[config.mk]
export PLATFORM = sky130hd
export DESIGN_NAME = pwm_timebase
export DESIGN_NICKNAME = d
export VERILOG_FILES = /design/src/rtl/pwmtb_pkg.sv /design/src/rtl/pwmtb_prescale.sv /design/src/rtl/pwmtb_count.sv /design/src/rtl/pwmtb_postscale.sv /design/src/rtl/pwm_timebase.sv
export SDC_FILE = /design/constraint.sdc
export NUM_CORES = 1
export LEC_CHECK = 0
export ABC_AREA = 1
export BUFFER_PORTS_ARGS = -buffer_cell sky130_fd_sc_hd__buf_2
export CORE_MARGIN = 4
export CORE_UTILIZATION = 55
export CTS_CLUSTER_DIAMETER = 60
export DETAILED_ROUTE_END_ITERATION = 8
export GPL_ROUTABILITY_DRIVEN = 1
export PLACE_DENSITY = 0.79
export SLEW_MARGIN = 20
export SYNTH_ARGS = -nofsm -noshare
export SYNTH_HDL_FRONTEND = slang
export SYNTH_SLANG_ARGS = --single-unit
export TNS_END_PERCENT = 50
[constraint.sdc]
create_clock -name clk_i -period 1.8 [get_ports clk_i]
set_input_delay 0.36 -clock clk_i [delete_from_list [all_inputs] [get_ports clk_i]]
set_output_delay 0.36 -clock clk_i [all_outputs]
set_load 0.005 [all_outputs]
[src/rtl/pwmtb_pkg.sv]
package pwmtb_pkg;

    typedef enum logic [1:0] {
        MODE_FREE      = 2'b00,
        MODE_ONESHOT   = 2'b01,
        MODE_UPDN      = 2'b10,
        MODE_UPDN_BOTH = 2'b11
    } tb_mode_e;

endpackage

[src/rtl/pwmtb_prescale.sv]
module pwmtb_prescale #(
    parameter int SEL_W = 2
) (
    input  logic             clk_i,
    input  logic             rst_ni,
    input  logic             run_i,
    input  logic [SEL_W-1:0] sel_i,
    output logic             tick_o
);
    localparam int DIV_W = 2 * ((1 << SEL_W) - 1);

    typedef struct packed {
        logic [DIV_W-1:0] pre;
    } pre_st_t;

    pre_st_t st_d, st_q;
    logic [DIV_W:0]   span;
    logic [DIV_W-1:0] lim;

    always_comb begin
        span   = (DIV_W+1)'(1) << (2 * sel_i);
        lim    = DIV_W'(span - 1'b1);
        tick_o = run_i && (st_q.pre == lim);
        st_d   = st_q;
        if (!run_i || tick_o) begin
            st_d.pre = '0;
        end else begin
            st_d.pre = st_q.pre + 1'b1;
        end
    end

    always_ff @(posedge clk_i or negedge rst_ni) begin
        if (!rst_ni) st_q <= '0;
        else         st_q <= st_d;
    end

    // with a divider above one, a tick is never followed by another tick
    assert_tick_gap_R2: assert property (@(posedge clk_i) disable iff (!rst_ni)
        (tick_o && sel_i != '0) |=> (sel_i == '0 || !tick_o));

endmodule

[src/rtl/pwmtb_count.sv]
module pwmtb_count
    import pwmtb_pkg::*;
#(
    parameter int CNT_W = 15
) (
    input  logic             clk_i,
    input  logic             rst_ni,
    input  logic             run_i,
    input  logic             tick_i,
    input  tb_mode_e         mode_i,
    input  logic [CNT_W-1:0] per_i,
    input  logic             wr_i,
    input  logic [CNT_W-1:0] wdata_i,
    output logic [CNT_W-1:0] cnt_o,
    output logic             down_o,
    output logic             ev_o,
    output logic             halt_o
);
    typedef struct packed {
        logic [CNT_W-1:0] cnt;
        logic             down;
    } cnt_st_t;

    cnt_st_t st_d, st_q;
    logic at_per, at_zero, live;

    always_comb begin
        st_d    = st_q;
        ev_o    = 1'b0;
        halt_o  = 1'b0;
        at_per  = (st_q.cnt == per_i);
        at_zero = (st_q.cnt == '0);
        live    = tick_i && (per_i != '0);
        if (!mode_i[1]) st_d.down = 1'b0;
        if (wr_i) begin
            st_d.cnt  = wdata_i;
            st_d.down = 1'b0;
        end else if (live) begin
            case (mode_i)
                MODE_FREE, MODE_ONESHOT: begin
                    if (at_per) begin
                        st_d.cnt = '0;
                        ev_o     = 1'b1;
                        halt_o   = (mode_i == MODE_ONESHOT);
                    end else begin
                        st_d.cnt = st_q.cnt + 1'b1;
                    end
                end
                default: begin
                    if (!st_q.down) begin
                        if (at_per) begin
                            st_d.down = 1'b1;
                            st_d.cnt  = st_q.cnt - 1'b1;
                            ev_o      = (mode_i == MODE_UPDN_BOTH);
                        end else begin
                            st_d.cnt = st_q.cnt + 1'b1;
                        end
                    end else begin
                        if (at_zero) begin
                            st_d.down = 1'b0;
                            st_d.cnt  = st_q.cnt + 1'b1;
                            ev_o      = 1'b1;
                        end else begin
                            st_d.cnt = st_q.cnt - 1'b1;
                        end
                    end
                end
            endcase
        end
    end

    always_ff @(posedge clk_i or negedge rst_ni) begin
        if (!rst_ni) st_q <= '0;
        else         st_q <= st_d;
    end

    assign cnt_o  = st_q.cnt;
    assign down_o = st_q.down;

    // zero period freezes the counter
    assert_zero_period_frozen_R9: assert property (@(posedge clk_i) disable iff (!rst_ni)
        (per_i == '0 && !wr_i) |=> $stable(cnt_o));

    // no movement while disabled
    assert_hold_when_off_R8: assert property (@(posedge clk_i) disable iff (!rst_ni)
        (!run_i && !wr_i) |=> $stable(cnt_o));

    // free-running match returns to zero
    assert_wrap_R3: assert property (@(posedge clk_i) disable iff (!rst_ni)
        (tick_i && per_i != '0 && !wr_i && mode_i == MODE_FREE && at_per) |=> (cnt_o == '0));

    // up-count match turns the direction down
    assert_turn_R5: assert property (@(posedge clk_i) disable iff (!rst_ni)
        (tick_i && per_i != '0 && !wr_i && mode_i[1] && !down_o && at_per) |=> down_o);

endmodule

[src/rtl/pwmtb_postscale.sv]
module pwmtb_postscale #(
    parameter int SEL_W = 4
) (
    input  logic             clk_i,
    input  logic             rst_ni,
    input  logic             run_i,
    input  logic             bypass_i,
    input  logic [SEL_W-1:0] sel_i,
    input  logic             ev_i,
    output logic             irq_o
);
    typedef struct packed {
        logic [SEL_W-1:0] cnt;
        logic             irq;
    } post_st_t;

    post_st_t st_d, st_q;

    always_comb begin
        st_d     = st_q;
        st_d.irq = 1'b0;
        if (!run_i) begin
            st_d.cnt = '0;
        end else if (ev_i) begin
            if (bypass_i || st_q.cnt >= sel_i) begin
                st_d.cnt = '0;
                st_d.irq = 1'b1;
            end else begin
                st_d.cnt = st_q.cnt + 1'b1;
            end
        end
    end

    always_ff @(posedge clk_i or negedge rst_ni) begin
        if (!rst_ni) st_q <= '0;
        else         st_q <= st_d;
    end

    assign irq_o = st_q.irq;

    // in single-shot every event becomes a pulse
    assert_oneshot_irq_R4: assert property (@(posedge clk_i) disable iff (!rst_ni)
        (run_i && bypass_i && ev_i) |=> irq_o);

endmodule

[src/rtl/pwm_timebase.sv]
module pwm_timebase
    import pwmtb_pkg::*;
#(
    parameter int CNT_W      = 15,
    parameter int PRE_SEL_W  = 2,
    parameter int POST_SEL_W = 4
) (
    input  logic                  clk_i,
    input  logic                  rst_ni,
    input  logic [1:0]            mode_i,
    input  logic [PRE_SEL_W-1:0]  prescale_i,
    input  logic [POST_SEL_W-1:0] postscale_i,
    input  logic                  en_wr_i,
    input  logic                  en_wdata_i,
    input  logic                  per_wr_i,
    input  logic [CNT_W-1:0]      per_wdata_i,
    input  logic                  cnt_wr_i,
    input  logic [CNT_W-1:0]      cnt_wdata_i,
    output logic [CNT_W:0]        count_o,
    output logic                  en_o,
    output logic                  irq_o
);
    typedef struct packed {
        logic             en;
        logic [CNT_W-1:0] per;
    } top_st_t;

    top_st_t st_d, st_q;
    tb_mode_e mode;
    logic tick, ev, halt, down;
    logic [CNT_W-1:0] cnt;

    assign mode = tb_mode_e'(mode_i);

    pwmtb_prescale #(.SEL_W(PRE_SEL_W)) u_pre (
        .clk_i (clk_i),
        .rst_ni(rst_ni),
        .run_i (st_q.en),
        .sel_i (prescale_i),
        .tick_o(tick)
    );

    pwmtb_count #(.CNT_W(CNT_W)) u_cnt (
        .clk_i  (clk_i),
        .rst_ni (rst_ni),
        .run_i  (st_q.en),
        .tick_i (tick),
        .mode_i (mode),
        .per_i  (st_q.per),
        .wr_i   (cnt_wr_i),
        .wdata_i(cnt_wdata_i),
        .cnt_o  (cnt),
        .down_o (down),
        .ev_o   (ev),
        .halt_o (halt)
    );

    pwmtb_postscale #(.SEL_W(POST_SEL_W)) u_post (
        .clk_i   (clk_i),
        .rst_ni  (rst_ni),
        .run_i   (st_q.en),
        .bypass_i(mode == MODE_ONESHOT),
        .sel_i   (postscale_i),
        .ev_i    (ev),
        .irq_o   (irq_o)
    );

    always_comb begin
        st_d = st_q;
        if (en_wr_i)   st_d.en = en_wdata_i;
        else if (halt) st_d.en = 1'b0;
        if (per_wr_i && !(st_q.en && st_q.per == '0)) st_d.per = per_wdata_i;
    end

    always_ff @(posedge clk_i or negedge rst_ni) begin
        if (!rst_ni) st_q <= '0;
        else         st_q <= st_d;
    end

    assign count_o = {down, cnt};
    assign en_o    = st_q.en;

    // single-shot match clears the enable unless software writes it
    assert_oneshot_clear_R4: assert property (@(posedge clk_i) disable iff (!rst_ni)
        (st_q.en && mode == MODE_ONESHOT && ev && !en_wr_i) |=> !en_o);

    // an enabled zero period cannot be replaced
    assert_period_locked_R10: assert property (@(posedge clk_i) disable iff (!rst_ni)
        (st_q.en && st_q.per == '0) |=> (st_q.per == '0));

endmodule

==> impl_metrics.yaml <==
detailed_routing:
  routed_via_density: 5.496
  drc: 0
  antenna_left: 0
  drt-initial-drc-count: 292
  routed_wl_mm: 9.769
  routedWlPerCell_um: 14.96
  first_pass_iters: 5
  vias: 3589
pwr:
  p_leak_uw: 0.002207
  clockPowerShare: 0.246
  internal_power_uw: 1653
  seq_power_share: 0.448
  switchingPower_uw: 880.7
  combPwrFrac: 0.307
  p_per_area_nw_per_um2: 589.5
  swShare: 0.3475
  ir_drop_v: 0.0003977
timing:
  rsz0062_at_grt: "true"
  min_period_ns: 1.852
  fmax_mhz: 539.9
  maxSlewViolCount: 0
  hold_violations: 0
  hold_slack_ns: 0.1263
  tightest_slew_ns: 0.5625
  timing.slew.headroom: 0.6250
  finalSetupViolations: 5
  fin_crit_sh: 1.029
  fin_ws_ns: -0.05225
  timing.setup.tns_ns: -0.1163
  finClkSkew_ns: 0.005807
die:
  initial_core_util: 0.5822
  fp.dieH_um: 85.28
  rows: 27
  ios: 62
  coreArea_um2: 5642
  die_area_um2: 7272
  die_width_um: 85.28
final_layout:
  fin_cells: 653
  final_area_um2: 4299
  syn_to_final_growth_pct: 30.90
  final.fill_count: 406
  drive_above_1_share: 0.3477
  n_antenna_cell: 0
  nNetsFinal: 634
yosys:
  synth-edff-count: 0
  synth_cell_types: 34
  ys_seq_elements: 43
  syn_avg_cell_area_um2: 6.944
  syn_area_um2: 3284
  yosysSeqAreaShare: 0.3276
  async_flop_share: 1.000
  synthCells: 473
  synth_flop_cell: "dfrtp_1"
  synth_fp_nets: 527
  ys_warn_count: 0
critical_path:
  cp_slowest_cell: "dfrtp_2"
  cp_slowest_stage_delay_ns: 0.46
  worstPathCellList: "inv_2 > ha_1 > nand3_1 > nor2_2 > nand4_1 > nand2_2 > inv_4 > nand2_8 > o21ai_0 > o211ai_1 > nand2_1"
  r2r_slack_ns: -0.05
  crit_required_ns: 1.99
  ff2ff_path_depth: 11
  reg2reg_to: "u_cnt.cnt_o[1]"
  critPathLaunchType: "flip-flop"
  worstSetupEndpointType: "flip-flop"
  arrival_ns: 2.04
  worstSetupPathType: "reg2reg"
  crit_fanout: 9
  r2r-start: "u_cnt.cnt_o[1]"
global_routing:
  track_usage: 0.2586
  grt_max_degree: 44
  antenna_found_initial: 0
  grt_pass1_vias: 3346
  grt_remaining_overflow: 0
  grt_pass1_wl_mm: 15.23
clocking:
  clk_pin_slew_ns: 0.09
  cts_max_level: 2
  clock_path_buffers: 2
  cts-root-buf: "clkbuf_8"
  cts_tree: "yes"
  cts_inserted_buffers: 5
  cts_hold_buf: 0
  cts_sinks: 43
  clk_latency_ns: 0.30
status:
  violations: "setup timing"
  status: "finished with violations"
placed_design:
  dpl-instance-area_um2: 3916
  dp_slack_ns: -0.3214
  globalplace.congestion: 0.9090
  dp_hpwl_mm: 7.025
  dp.cells: 637
  numPortBuffers: 61
job:
  drv_cap: 0
hold_path:
  min_path_type: "in2async"
-- per-layer routing --
metal  GRT usage  vias to the layer above  wire length, um
li1            -                     1721                -
met1      0.3386                     1643             4030
met2      0.4301                      189             4618
met3     0.04175                       36              798
met4     0.09353                        0              322
met5           0                        -                0
-- metrics by stage --
stage                     power, uW    util
after floorplan                1550       -
after global placement         1823  0.6942
after detailed placement       1851  0.6942
after CTS                      2469  0.7117
after global routing           2688  0.7620
final                          2534  0.7620
-- cell usage in the layout (no fill, tap or decap), drive strengths merged --
master / n
clkbuf: 7
xnor2: 3
nand2: 135
o211ai: 7
o21ai: 12
o31ai: 1
nand3b: 1
nor3: 6
a2bb2oi: 1
a21oi: 19
nand4: 12
ha: 10
nor2: 63
nor3b: 2
o22ai: 10
inv: 63
mux2: 1
dfrtp: 43
xor2: 24
buf: 118
o2111ai: 1
clkinv: 3
nand3: 39
-- cells in the mapped netlist, types with 3 or more instances --
cell | count | area [um2]
a21oi_1 | 18 | 90.09
buf_4 | 9 | 67.56
buf_6 | 3 | 33.78
clkbuf_1 | 3 | 11.26
dfrtp_1 | 43 | 1076
ha_1 | 10 | 125.1
inv_1 | 51 | 191.4
inv_2 | 9 | 33.78
inv_4 | 3 | 18.77
nand2_1 | 125 | 469.2
nand2_2 | 7 | 43.79
nand3_1 | 39 | 195.2
nand4_1 | 12 | 75.07
nor2_1 | 57 | 214.0
nor2_2 | 5 | 31.28
nor3_1 | 6 | 30.03
o211ai_1 | 7 | 52.55
o21ai_0 | 12 | 60.06
o22ai_1 | 10 | 62.56
xnor2_1 | 3 | 26.28
xor2_1 | 24 | 210.2
-- final cells by class --
| type | count | area, um2 | share of cell area |
|---|---|---|---|
| Clock buffer | 7 | 76.32 | 0.01775 |
| Multi-Input combinational cell | 347 | 2036 | 0.4735 |
| Inverter | 65 | 255.2 | 0.05937 |
| Sequential cell | 43 | 1085 | 0.2523 |
| Timing Repair Buffer | 118 | 752.0 | 0.1749 |
| Clock inverter | 1 | 5.005 | 0.001164 |
| Tap cell | 72 | 90.09 | 0.02095 |
-- critical path, delay by kind of cell (launching register included) --
kind                     cells  cell delay [ns]
AO/OA/AOI/OAI                2             0.18
AND/OR/NAND/NOR              6             0.75
adder cells (fa/ha/maj)      1             0.16
flip-flops                   1             0.46
buffers and inverters        2             0.19
-- cell families after synthesis --
kind of cell,Yosys count,synth area share
fa+ha+maj,10,0.03810
xor+xnor,27,0.07200
buf+inv,83,0.1200
flops,43,0.3276
simple gates,258,0.3455
compound gates,51,0.09334
mux,1,0.003428
-- state kept, by name, summed over array words and instances, names as in the netlist --
name and cells:
st_q 15, u_cnt.cnt_o 15, u_pre.st_q 6, u_post.st_q 4
en_o 1, u_cnt.down_o 1, u_post.irq_o 1
-- timing repair --
action | CTS | global route
resized for setup | 4 | 60
endpoints found under the setup margin | 22 | 36
pin swaps | 0 | 17
buffers inserted | 0 | 8
-- worst max-delay path by stage --
stage / end / startpoint / cells past startpoint
after detailed placement: u_cnt.cnt_o[6] / prescale_i[1] / 13
final: u_cnt.cnt_o[1] / u_cnt.cnt_o[1] / 11
after global placement: u_cnt.cnt_o[12] / prescale_i[1] / 12
after floorplan: u_cnt.cnt_o[7] / prescale_i[1] / 14
after global routing: u_cnt.cnt_o[1] / u_cnt.cnt_o[1] / 11
after CTS: u_cnt.cnt_o[12] / prescale_i[1] / 12
-- power groups by stage --
stage	Sequential, uW	Clock (uW)	Combinational (uW)
floorplan	1110	0	441
global placement	1140	0	687
detailed placement	1140	0	712
CTS	1120	627	722
global route	1140	681	863
finish	1130	622	778
Note: power is estimated with default switching activity, not from simulation.
